==> src/rtl/mag_cmp_pkg.sv <==
package mag_cmp_pkg;
  typedef struct packed {
    logic gt;
    logic eq;
    logic lt;
  } rel_t;

  localparam rel_t REL_EQ = '{gt: 1'b0, eq: 1'b1, lt: 1'b0};
endpackage

==> src/rtl/borrow_sub.sv <==
module borrow_sub #(
  parameter int W = 4
) (
  input  logic [W-1:0] min_i,
  input  logic [W-1:0] sub_i,
  output logic         nb_o
);
  // Ripple carry of min + ~sub + 1; the final carry is the no-borrow flag.
  logic [W:0] cy;

  always_comb begin
    cy[0] = 1'b1;
    for (int i = 0; i < W; i++) begin
      cy[i+1] = (min_i[i] & ~sub_i[i]) | ((min_i[i] | ~sub_i[i]) & cy[i]);
    end
  end

  assign nb_o = cy[W];
endmodule

==> src/rtl/cmp_slice.sv <==
module cmp_slice
  import mag_cmp_pkg::*;
#(
  parameter int W = 4
) (
  input  logic [W-1:0] x_i,
  input  logic [W-1:0] y_i,
  input  rel_t         casc_i,
  output rel_t         res_o
);
  logic nb_xy;
  logic nb_yx;
  rel_t local_rel;

  // Two opposing subtractions evaluated side by side.
  borrow_sub #(.W(W)) u_sub_xy (.min_i(x_i), .sub_i(y_i), .nb_o(nb_xy));
  borrow_sub #(.W(W)) u_sub_yx (.min_i(y_i), .sub_i(x_i), .nb_o(nb_yx));

  always_comb begin
    local_rel.gt = nb_xy & ~nb_yx;
    local_rel.lt = nb_yx & ~nb_xy;
    local_rel.eq = nb_xy & nb_yx;
  end

  // The slice's own difference overrides the verdict from below.
  always_comb begin
    if (local_rel.eq) res_o = casc_i;
    else              res_o = local_rel;
  end

  always_comb begin
    // both subtractions cannot borrow at once
    assert_nb_cover_R1: assert (nb_xy | nb_yx);
    // one-hot cascade input gives one-hot slice output
    if ($onehot({casc_i.gt, casc_i.eq, casc_i.lt}))
      assert_slice_onehot_R4: assert ($onehot({res_o.gt, res_o.eq, res_o.lt}));
  end
endmodule

==> src/rtl/mag_cmp_chain.sv <==
module mag_cmp_chain
  import mag_cmp_pkg::*;
#(
  parameter int SLICES  = 2,
  parameter int SLICE_W = 4
) (
  input  logic [SLICES*SLICE_W-1:0] lhs_i,
  input  logic [SLICES*SLICE_W-1:0] rhs_i,
  output logic                      gt_o,
  output logic                      lt_o,
  output logic                      eq_o
);
  localparam int WIDTH = SLICES * SLICE_W;

  rel_t link [SLICES+1];

  assign link[0] = REL_EQ;

  for (genvar s = 0; s < SLICES; s++) begin : g_slice
    cmp_slice #(.W(SLICE_W)) u_slice (
      .x_i    (lhs_i[s*SLICE_W +: SLICE_W]),
      .y_i    (rhs_i[s*SLICE_W +: SLICE_W]),
      .casc_i (link[s]),
      .res_o  (link[s+1])
    );
  end

  assign gt_o = link[SLICES].gt;
  assign lt_o = link[SLICES].lt;
  assign eq_o = link[SLICES].eq;

  always_comb begin
    assert_eq_match_R1: assert (eq_o == (lhs_i == rhs_i));
    assert_gt_match_R2: assert (gt_o == (lhs_i > rhs_i));
    assert_lt_match_R3: assert (lt_o == (lhs_i < rhs_i));
    assert_onehot_out_R4: assert ($onehot({gt_o, lt_o, eq_o}));
    if (WIDTH > 0 && lhs_i == '0 && rhs_i == '0)
      assert_seed_eq_R7: assert (eq_o);
  end
endmodule

==> config.mk <==
export PLATFORM = sky130hd
export DESIGN_NAME = mag_cmp_chain
export DESIGN_NICKNAME = d
export VERILOG_FILES = /design/src/rtl/mag_cmp_pkg.sv /design/src/rtl/borrow_sub.sv /design/src/rtl/cmp_slice.sv /design/src/rtl/mag_cmp_chain.sv
export SDC_FILE = /design/constraint.sdc
export NUM_CORES = 1
export LEC_CHECK = 0
export BUFFER_PORTS_ARGS = -buffer_cell sky130_fd_sc_hd__buf_2
export CAP_MARGIN = 20
export CORE_AREA = 2 2 39 41
export DETAILED_ROUTE_END_ITERATION = 10
export DIE_AREA = 0 0 41 43
export PLACE_DENSITY = 0.4
export SYNTH_ARGS = -nofsm -noshare
export SYNTH_HDL_FRONTEND = slang
export SYNTH_SLANG_ARGS = --single-unit
==> constraint.sdc <==
create_clock -name vclk -period 2.16
set_clock_uncertainty 0.1 [all_clocks]
set_input_delay 0.324 -clock vclk [all_inputs]
set_output_delay 0.324 -clock vclk [all_outputs]
set_load 0.03 [all_outputs]
== After elaboration in Yosys (flattened, before gate mapping) ==
Cells that the tools add are included.

* Multiplexer cells: 2
* Bitwise gates (word level): 86

{| class="wikitable"
|+ Operators by type and width
! kind !! number
|-
| 1-bit AND || 34
|-
| 1-bit bitwise OR || 32
|-
| 1-bit inverter || 20
|-
| 3-bit 2-to-1 mux || 2
|}

* Register bits: 0
* Input bits: 16
* Logic and storage cells: 88

== Longest topological paths before layout ==
* Word-level depth: 13
* Gate-level depth with buffers: 5

== Cells and area by module ==
Synthesis repeated with hierarchy kept, for this count alone.

* Cells, all modules: 40
* Area, all modules: 270.3 um^2

{| class="wikitable"
|+ Modules (own cells, without submodules)
! module !! instances !! cells each !! area an instance (um^2) !! sequential area each (um^2)
|-
| borrow_sub || 4 || 7 || 51.3 || 0.0
|-
| cmp_slice || 2 || 5 || 28.8 || 0.0
|-
| mag_cmp_chain || 1 || 2 || 7.5 || 0.0
|}

== Worst setup path after synthesis ==
Ideal clock, no wire load.

* Path type: input to output
* Start: in rhs_i[5]
* End: out eq_o
* Arrival: 1733 ps
* Data required time: 1736 ps
* Setup slack: 3 ps
* Stages: 5
* Cell sequence: nor2b_1 o31ai_1 maj3_2 a21o_1 nor3_1

* Word-level cells in the longest chain between the ends: 10

{| class="wikitable"
|+ Ends and longest elaborated chain
! element !! line !! RTL
|-
| start, declared || mag_cmp_chain.sv:8 || <nowiki>input logic [SLICES*SLICE_W-1:0] rhs_i,</nowiki>
|-
| 1-bit inverter || borrow_sub.sv:14 || <nowiki>cy[i+1] = (min_i[i] & ~sub_i[i]) | ((min_i[i] | ~sub_i[i]) & cy[i]);</nowiki>
|-
| 1-bit bitwise OR || borrow_sub.sv:14 ||
|-
| 1-bit AND || borrow_sub.sv:14 ||
|-
| 1-bit bitwise OR || borrow_sub.sv:14 ||
|-
| 1-bit AND || borrow_sub.sv:14 ||
|-
| 1-bit bitwise OR || borrow_sub.sv:14 ||
|-
| 1-bit AND || borrow_sub.sv:14 ||
|-
| 1-bit bitwise OR || borrow_sub.sv:14 ||
|-
| 1-bit AND * || cmp_slice.sv:22 || <nowiki>local_rel.eq = nb_xy & nb_yx;</nowiki>
|-
| 3-bit 2-to-1 mux * || cmp_slice.sv:27 || <nowiki>if (local_rel.eq) res_o = casc_i;</nowiki>
|-
| end, declared || mag_cmp_chain.sv:11 || <nowiki>output logic eq_o</nowiki>
|}

Mark *: on every way between the ends. The rest lies on a longest branch, timed or not.

== Worst setup path in the final report ==
* Start: in lhs_i[0]
* End: out lt_o

* Word-level cells in the longest chain between the ends: 12

{| class="wikitable"
|+ Ends and longest elaborated chain
! element !! line !! RTL
|-
| start, declared || mag_cmp_chain.sv:7 || <nowiki>input logic [SLICES*SLICE_W-1:0] lhs_i,</nowiki>
|-
| 1-bit inverter (tied with other cells) || borrow_sub.sv:14 ||
|-
| 1-bit AND or 1-bit bitwise OR (tied branches) || borrow_sub.sv:14 ||
|-
| 1-bit bitwise OR or 1-bit AND (tied branches) || borrow_sub.sv:14 ||
|-
| 1-bit AND or 1-bit bitwise OR (tied branches) || borrow_sub.sv:14 ||
|-
| 1-bit bitwise OR or 1-bit AND (tied branches) || borrow_sub.sv:14 ||
|-
| 1-bit AND or 1-bit bitwise OR (tied branches) || borrow_sub.sv:14 ||
|-
| 1-bit bitwise OR or 1-bit AND (tied branches) || borrow_sub.sv:14 ||
|-
| 1-bit AND or 1-bit bitwise OR (tied branches) || borrow_sub.sv:14 ||
|-
| 1-bit bitwise OR or 1-bit inverter (tied branches) || borrow_sub.sv:14, cmp_slice.sv:21 ||
|-
| 1-bit AND, on equally long branches || cmp_slice.sv:21, cmp_slice.sv:22 ||
|-
| 3-bit 2-to-1 mux * (2 in series) || cmp_slice.sv:27 ||
|-
| end, declared || mag_cmp_chain.sv:10 || <nowiki>output logic lt_o,</nowiki>
|}

Marked as above.

==> key figures <==
Status
  – Status: complete, no violations

Timing
  – Slew Limit Fails: 0
  – Setup ws final: 0.1230 ns
  – Unrepaired setup endpoints after global routing: false
  – Setup violators final: 0
  – Sum Neg Setup Slack: 0 ns
  – Period utilization: 0.9431
  – Final count of hold timing violations: 0
  – Slew HR: 0.7889
  – Least-Margin Pin Slew: between 0.3 and 0.4 ns
  – Fmax: between 400 and 500 MHz
  – Final Critical Period: roughly 2 ns

Yosys
  – Synth area leader: maj3_2
  – Synth Area in Simple Gates: 0.3523
  – Proportion of synthesized area in mux cells: 0
  – Largest family of logic cells by synthesized area: simple AND/OR/NAND/NOR gates
  – Avg Cell Area, Syn: 7.102 sq um
  – Post-synth top area share: 0.1399
  – Xor-xnor portion of the synthesized cell area: 0.07254
  – Sequential fraction of the synthesis area: 0
  – Synthesized instance count: 34
  – Synth top area cells: maj3_2 14%, nor2b_1 10%, nand2b_1 7.8%
  – Most frequent cells after synthesis: 4 x inv_1, 4 x nor2b_1, 3 x maj3_2, 3 x nand2b_1
  – Compound-Gate Fraction of Synth Area: 0.3316
  – Synth Net Count: 50
  – Area share of fa/ha/maj cells after synthesis: 0.1813
  – Synth warn: 0
  – Synth cell types: 21
  – Synthesized cell area: ~240 sq um

Route
  – 1st-iter DRT viols: 1
  – DRC viols: 0
  – Drt first pass iters: 3
  – Total vias in the final route: around 290
  – Detailed Route WL: 532 um
  – Wire per inst: between 7 and 8 um
  – DR vias/cell: 4.130
  – Routed Antenna Nets: 0

Die
  – Core box area: around 1400 sq um
  – Starting density of the core: 0.1745
  – Rows: 14
  – Die area: 1763 sq um
  – Top Ports: 19
  – Die Ht: 43 um
  – Chip Width: 41 um

Setup path
  – Critical Path RT: 1.74 ns
  – CP Capture Type: primary output
  – CP max FO: 2
  – Critical Path AT: between 1.5 and 2 ns
  – WS Path Type: in -> out
  – CP Launch Type: input pin

Place
  – Detail Placement HPWL: 515.4 um
  – GPL Wtd Cong: 0.6044
  – Port Buf Inserts: 19
  – Place WS: 0.1134 ns

Final layout
  – Antenna cells: 0
  – Layout cells sized above 1: 0.4717
  – Filler instances: 166
  – Area grow syn2layout: 47.67%
  – Final nets: 71
  – Register area: 0 sq um
  – FF+latch count: 0
  – Clock buffer count: 0

Global route
  – Antenna violations before repair: 0
  – GR Overflow Total: 0
  – Largest net degree at the start of global routing: 5
  – Number of global-route vias before repair: around 260
  – First-pass GRT wire length: approximately 860 um
  – Global Route Usage Sum: 0.06294

CTS
  – Hold_buf cts: 0
  – Post-CTS sizing: 0
  – Postcts setup bufs: 0

Worst hold path
  – Worst min-delay path category: in -> out

Run
  – Max cap viols: 0

Power and ir drop
  – Pleak: 0.1779 nW
  – Worst VDD drop: approximately 68 uV
  – PwrDens: 218.1 nW/um^2
worst paths after layout:
check	startpoint	to	slack (ns)	cells after the start
setup / recovery	lhs_i[0]	lt_o	0.12	7
hold / removal	rhs_i[0]	eq_o	0.98	5
worst max-delay path: stages:
cell      delay [ns]
buf_2           0.10
nand2b_4        0.13
maj3_2          0.30
maj3_2          0.31
a21oi_2         0.13
o21a_1          0.12
buf_2           0.19
placed cells by master (no fill, tap or decap), types with 2 or more instances in the layout:
cell,count
a21oi_1,2
buf_2,19
inv_1,4
maj3_2,3
nand2b_1,3
nor2_1,2
nor2b_1,4
xor2_1,2
area by class of cell:
type / count / area [sq um] / area share
timing repair buffer: 19 / 95.09 / 0.2667
multi-input combinational: 30 / 226.5 / 0.6351
inverter: 4 / 15.01 / 0.04211
tap: 16 / 20.02 / 0.05614
per-stage QoR:
step,cells,total power [mW],instance area (sq um),hold slack [ns],util
finish,69,0.07778,356.6,0.9838,0.2577
global route,69,0.08603,356.6,1.025,0.2577
CTS,69,0.07910,356.6,0.9973,0.2577
detailed placement,69,0.07880,356.6,0.9973,0.2577
global placement,69,0.07908,356.6,0.9964,0.2577
floorplan,34,0.05017,241.5,0.7694,-
cells by family (layout without fill, tap and decap cells):
kind of cell    Yosys count  count (layout)
simple gates             13              13
compound gates           11              11
fa+ha+maj                 4               4
buf+inv                   4              23
xor+xnor                  2               2
metal layers:
| layer | vias up | GRT usage | routed length [um] |
|---|---|---|---|
| met5 | - | 0 | 0 |
| met4 | 0 | 0 | 0 |
| met3 | 0 | 0.005236 | 25 |
| met2 | 6 | 0.1219 | 260 |
| met1 | 119 | 0.07278 | 246 |
| li1 | 160 | - | - |
where the power goes:
part	switching, mW	leakage (nW)	internal [mW]	total, mW
Clock	0	0	0	0
Combinational	0.0406	0.178	0.0372	0.0778
Sequential	0	0	0	0
Total	0.0406	0.178	0.0372	0.0778
Power figures use the tool's default switching activity.
